==> src/rtl/adc_cmp_pkg.sv <==
`timescale 1ns/1ps
package adc_cmp_pkg;
    localparam int RES_W   = 10;
    localparam int CH_W    = 3;
    localparam int MC_W    = 4;
    localparam int N_UNITS = 2;
    localparam int DATA_W  = 32;
    localparam int SEL_W   = (N_UNITS > 1) ? $clog2(N_UNITS) : 1;

    localparam int EN_BIT   = 0;
    localparam int IE_BIT   = 1;
    localparam int COND_BIT = 2;
    localparam int CH_LSB   = 3;
    localparam int MC_LSB   = 8;
    localparam int THR_LSB  = 16;
    localparam int FLAG_LSB = 1;

    typedef enum logic {
        COND_LT = 1'b0,
        COND_GE = 1'b1
    } cmp_cond_e;

    typedef struct packed {
        logic [RES_W-1:0] thr;
        logic [MC_W-1:0]  mcnt;
        logic [CH_W-1:0]  ch;
        cmp_cond_e        cond;
        logic             ie;
        logic             en;
    } cmp_cfg_t;

    function automatic cmp_cfg_t unpack_cfg(input logic [DATA_W-1:0] w);
        cmp_cfg_t c;
        c.en   = w[EN_BIT];
        c.ie   = w[IE_BIT];
        c.cond = cmp_cond_e'(w[COND_BIT]);
        c.ch   = w[CH_LSB +: CH_W];
        c.mcnt = w[MC_LSB +: MC_W];
        c.thr  = w[THR_LSB +: RES_W];
        return c;
    endfunction

    function automatic logic cond_hit(input cmp_cond_e c,
                                      input logic [RES_W-1:0] res,
                                      input logic [RES_W-1:0] thr);
        return (c == COND_GE) ? (res >= thr) : (res < thr);
    endfunction
endpackage

==> src/rtl/adc_cmp_cfgreg.sv <==
`timescale 1ns/1ps
module adc_cmp_cfgreg
    import adc_cmp_pkg::*;
(
    input  logic              clk,
    input  logic              rst,
    input  logic              we,
    input  logic [DATA_W-1:0] wdata,
    output cmp_cfg_t          cfg
);
    always_ff @(posedge clk) begin
        if (rst) begin
            cfg <= '0;
        end else if (we) begin
            cfg <= unpack_cfg(wdata);
        end
    end
endmodule

==> src/rtl/adc_cmp_unit.sv <==
`timescale 1ns/1ps
module adc_cmp_unit
    import adc_cmp_pkg::*;
(
    input  logic             clk,
    input  logic             rst,
    input  cmp_cfg_t         cfg,
    input  logic             ld_stb,
    input  logic [RES_W-1:0] ld_res,
    input  logic [CH_W-1:0]  ld_ch,
    input  logic             clr,
    output logic             flag
);
    logic [MC_W-1:0] run_cnt;
    logic            sel_load;
    logic            hit;
    logic            reach;
    logic            set_now;

    assign sel_load = cfg.en && ld_stb && (ld_ch == cfg.ch);
    assign hit      = cond_hit(cfg.cond, ld_res, cfg.thr);
    assign reach    = (run_cnt == cfg.mcnt);
    assign set_now  = sel_load && hit && reach;

    always_ff @(posedge clk) begin
        if (rst) begin
            run_cnt <= '0;
            flag    <= 1'b0;
        end else begin
            if (!cfg.en) begin
                run_cnt <= '0;
            end else if (sel_load) begin
                if (!hit || reach) begin
                    run_cnt <= '0;
                end else begin
                    run_cnt <= run_cnt + 1'b1;
                end
            end
            flag <= set_now || (flag && !clr);
        end
    end
endmodule

==> src/rtl/adc_window_cmp.sv <==
`timescale 1ns/1ps
module adc_window_cmp
    import adc_cmp_pkg::*;
(
    input  logic               clk,
    input  logic               rst,
    input  logic               ld_stb,
    input  logic [RES_W-1:0]   ld_res,
    input  logic [CH_W-1:0]    ld_ch,
    input  logic               cfg_we,
    input  logic [SEL_W-1:0]   cfg_sel,
    input  logic [DATA_W-1:0]  cfg_wdata,
    input  logic               stat_we,
    input  logic [DATA_W-1:0]  stat_wdata,
    output logic [N_UNITS-1:0] cmp_flag,
    output logic               cmp_irq
);
    logic [N_UNITS-1:0] ie_vec;

    for (genvar u = 0; u < N_UNITS; u++) begin : g_unit
        cmp_cfg_t cfg_q;
        logic     clr;

        assign clr       = stat_we && stat_wdata[FLAG_LSB + u];
        assign ie_vec[u] = cfg_q.ie;

        adc_cmp_cfgreg u_cfg (
            .clk   (clk),
            .rst   (rst),
            .we    (cfg_we && (cfg_sel == SEL_W'(u))),
            .wdata (cfg_wdata),
            .cfg   (cfg_q)
        );

        adc_cmp_unit u_cmp (
            .clk    (clk),
            .rst    (rst),
            .cfg    (cfg_q),
            .ld_stb (ld_stb),
            .ld_res (ld_res),
            .ld_ch  (ld_ch),
            .clr    (clr),
            .flag   (cmp_flag[u])
        );
    end

    assign cmp_irq = |(cmp_flag & ie_vec);
endmodule

==> config.mk <==
export PLATFORM = sky130hd
export DESIGN_NAME = adc_window_cmp
export DESIGN_NICKNAME = d
export VERILOG_FILES = /design/src/rtl/adc_cmp_pkg.sv /design/src/rtl/adc_cmp_cfgreg.sv /design/src/rtl/adc_cmp_unit.sv /design/src/rtl/adc_window_cmp.sv
export SDC_FILE = /design/constraint.sdc
export NUM_CORES = 1
export LEC_CHECK = 0
export CORE_MARGIN = 2
export CORE_UTILIZATION = 30
export CTS_BUF_LIST = sky130_fd_sc_hd__clkbuf_4 sky130_fd_sc_hd__clkbuf_8 sky130_fd_sc_hd__clkbuf_16
export DETAILED_ROUTE_END_ITERATION = 7
export PLACE_DENSITY_LB_ADDON = 0.08
export SYNTH_ARGS = -nofsm -noshare
export SYNTH_HDL_FRONTEND = slang
export SYNTH_HIERARCHICAL = 1
export SYNTH_SLANG_ARGS = --single-unit
==> constraint.sdc <==
create_clock -name clk -period 3.9 [get_ports clk]
set_input_delay 0.585 -clock clk [delete_from_list [all_inputs] [get_ports clk]]
set_output_delay 0.585 -clock clk [all_outputs]
set_load 0.05 [all_outputs]
==> metrics.txt <==
r2r setup slk=1.86 ns; CP delay by family, top=compound AO/OA/AOI/OAI gates; post-synthesis cell area=2760 um^2; RSZ-0062 raised after global routing=no; DIE HEIGHT=99.8 um; vias after detailed routing=1952; Sink Count=50; largest net degree at the start of global routing=25; Max VDD drop=0.141 mV; WP data arrival=2.64 ns; first-pass GRT wire length=9.89 mm; CTS max path bufs=2; met2 Use GR=0.191; initial core utilization=0.313; clk root buf=clkbuf_8; Skew-Pair Late Insertion Delay=0.30 ns; filler instances=892; Post-Route WL=5.89 mm; Post CTS Setup Buffer Count=0; Post-synth EDFFs=0; gr busiest metal=met2; YS warnings=6; Die W=99.8 um; Area growth syn-to-layout=23.8%; crit path time final=2.40 ns; post-route antenna net violation count=0; GRT overflow=0; Slew @ Worst Pin=0.866 ns; CTS tree=built; critical path's slowest cell=a2111oi_4; critical-path cell list=clkdlybuf4s50_1 -> ha_1 -> a21oi_1 -> o21ai_1 -> a2111oi_4 -> mux2_4 -> nor3b_2; CP Capture Type=register; largest cells by area after synthesis=dfxtp_1, mux2i_1, ha_1; Synth top cells by count=dfxtp_1, nor2_1, mux2i_1, inv_1, ha_1; register area share after synthesis=0.363; final hold slack=0.501 ns; CORE AREA=8810 um^2; Post-Route Setup TNS=0 ns; r2r worst-path depth=7; Tcrit/Tclk final=0.616; Max Slew Vio Count=0; CP max stage delay=0.45 ns; worst hold path class=reg2reg; Hold Vio Cnt, Final=0; hold path start=g_unit[1].u_cfg/cfg[11]; Nets=427; status=finished clean; leakage power=0.00136 uW; # IOs=86; antenna violations before repair=0; Clock Skew=0.00999 ns; cts bufs inserted=5; Port Buffers=43; biggest area consumer among synthesized cells=dfxtp_1; vias in the first global route=2000; endpoints failing setup=0; placer congestion estimate=0.689; Yosys reg bits=50; Via density=4.53; worst reg2reg path startpoint=g_unit[1].u_cfg/cfg[13]; Synth cell types=29; Hold Path Stages=2; row count=34; placed insts=423; first-pass iteration count of the detailed router=4; Reg clk slew, reported paths=0.10 ns; CP max FO=4; critical path required time=4.14 ns; DR WL/cell=13.7 um; CP Launch Type=input pin; Async S/R FF share, synth=0; 1st-iter DRT viols=40; post_cts resized=0; CP Class=in2reg; most frequent cell after synthesis=dfxtp_1; CP Depth=7; H-tree levels=2; DR DRC count=0; met3 GRT Util=0.0265; post-layout instance count excluding filler cells=431; fmax=0.416 GHz; post-DP HPWL=4.46 mm; Ant. Diodes=0; die area=9970 um^2; share of cells above drive strength 1=0.0898; max-cap violations=0; pwr/cell area=346 nW/um^2; Slew headroom=0.421; Synth Area per Inst=9.88 um^2; met1 usage=0.181; top-area cell type share of the netlist area=0.363; Hold EP=g_unit[1].u_cfg/cfg[11]; Cells after Synth=279; Synth Flop Type=dfxtp_1; Total GRT Usage=0.126; hold_buf cts=0; Post-Syn Nets=384; Bufs and invs on worst path=1; Reg-to-Reg End=g_unit[1].u_cmp/run_cnt[1]
[cells by family (layout without fill, tap and decap cells)]
| family | count (synthesis) | count (layout) | share of synthesized area |
|---|---|---|---|
| and+or+nand+nor | 86 | 86 | 0.172 |
| DFF | 50 | 50 | 0.363 |
| muxes | 46 | 46 | 0.171 |
| buffers and inverters | 32 | 76 | 0.0545 |
| AOI/OAI and AO/OA | 23 | 23 | 0.0758 |
| adders and majority gates | 22 | 22 | 0.0999 |
| xor gates and xnor gates | 20 | 20 | 0.0636 |
[report_power, final]
part | total [uW] | internal, uW | switching (uW)
Combinational | 184 | 94.1 | 89.5
Clock | 454 | 274 | 181
Sequential | 543 | 531 | 12.8
[per-layer routing]
metal | part of all wire | vias to the layer above
li1 | - | 1031
met1 | 0.53 | 886
met2 | 0.42 | 31
met3 | 0.034 | 4
met4 | 0.0082 | 0
met5 | 0 | -
[cells in the final DEF, fill, tap and decap left out]
cell and n:
a2111oi_4 2, a211oi_1 2, a211oi_2 4, a21boi_0 2
a21oi_1 6, a22o_1 1, and2_1 2, and2_2 1
and2b_2 1, buf_4 1, bufinv_16 2, clkbuf_8 6
clkdlybuf4s50_1 43, dfxtp_1 50, ha_1 22, inv_1 24
mux2_4 2, mux2i_1 44, nand2_1 10, nand2b_1 6
nand4_1 6, nor2_1 48, nor3b_2 6, nor4_1 2
nor4_4 2, o21ai_0 2, o21ai_1 2, o31ai_1 2
or4_4 2, xnor2_1 2, xor2_1 18
[how the worst max path moves through the flow]
stage	start	endpoint	slack [ns]
global route	ld_res[3]	g_unit[1].u_cmp/run_cnt[1]	1.39
floorplan	ld_res[5]	g_unit[0].u_cmp/run_cnt[1]	1.80
finish	ld_res[3]	g_unit[1].u_cmp/run_cnt[1]	1.50
CTS	ld_res[3]	g_unit[1].u_cmp/run_cnt[1]	1.49
detailed placement	ld_res[3]	g_unit[1].u_cmp/run_cnt[1]	1.16
global placement	ld_res[3]	g_unit[1].u_cmp/run_cnt[1]	1.15
[registers in the layout, summed over array words and instances, names as in the netlist]
name and flops:
g_unit.u_cmp/flag 2, g_unit.u_cfg/cfg 40, g_unit.u_cmp/run_cnt 8
[through the flow]
step | worst slack [ns] | cell area (um^2) | total power [uW] | utilization
after floorplan | 1.80 | 2760 | 667 | -
after global placement | 1.15 | 3270 | 740 | 0.371
after global routing | 1.39 | 3410 | 1240 | 0.387
after detailed placement | 1.16 | 3270 | 743 | 0.371
final | 1.50 | 3410 | 1180 | 0.387
after CTS | 1.49 | 3410 | 1200 | 0.387
[cell type report]
type | instances | area (um^2) | share of cell area
clock buffers | 6 | 82.6 | 0.0242
well taps | 108 | 135 | 0.0396
repair buffers | 44 | 438 | 0.128
flip-flops and latches | 50 | 1000 | 0.293
clock inverters | 2 | 60.1 | 0.0176
multi-input cells | 197 | 1600 | 0.470
inverters | 24 | 90.1 | 0.0264
[worst register-to-register path: stages, from the launching register on]
cell	delay, ns
dfxtp_1	0.34
inv_1	0.04
ha_1	0.29
a21oi_1	0.16
o21ai_1	0.13
a2111oi_4	0.45
mux2_4	0.37
nor3b_2	0.18
Note: power is estimated with default switching activity, not from simulation.
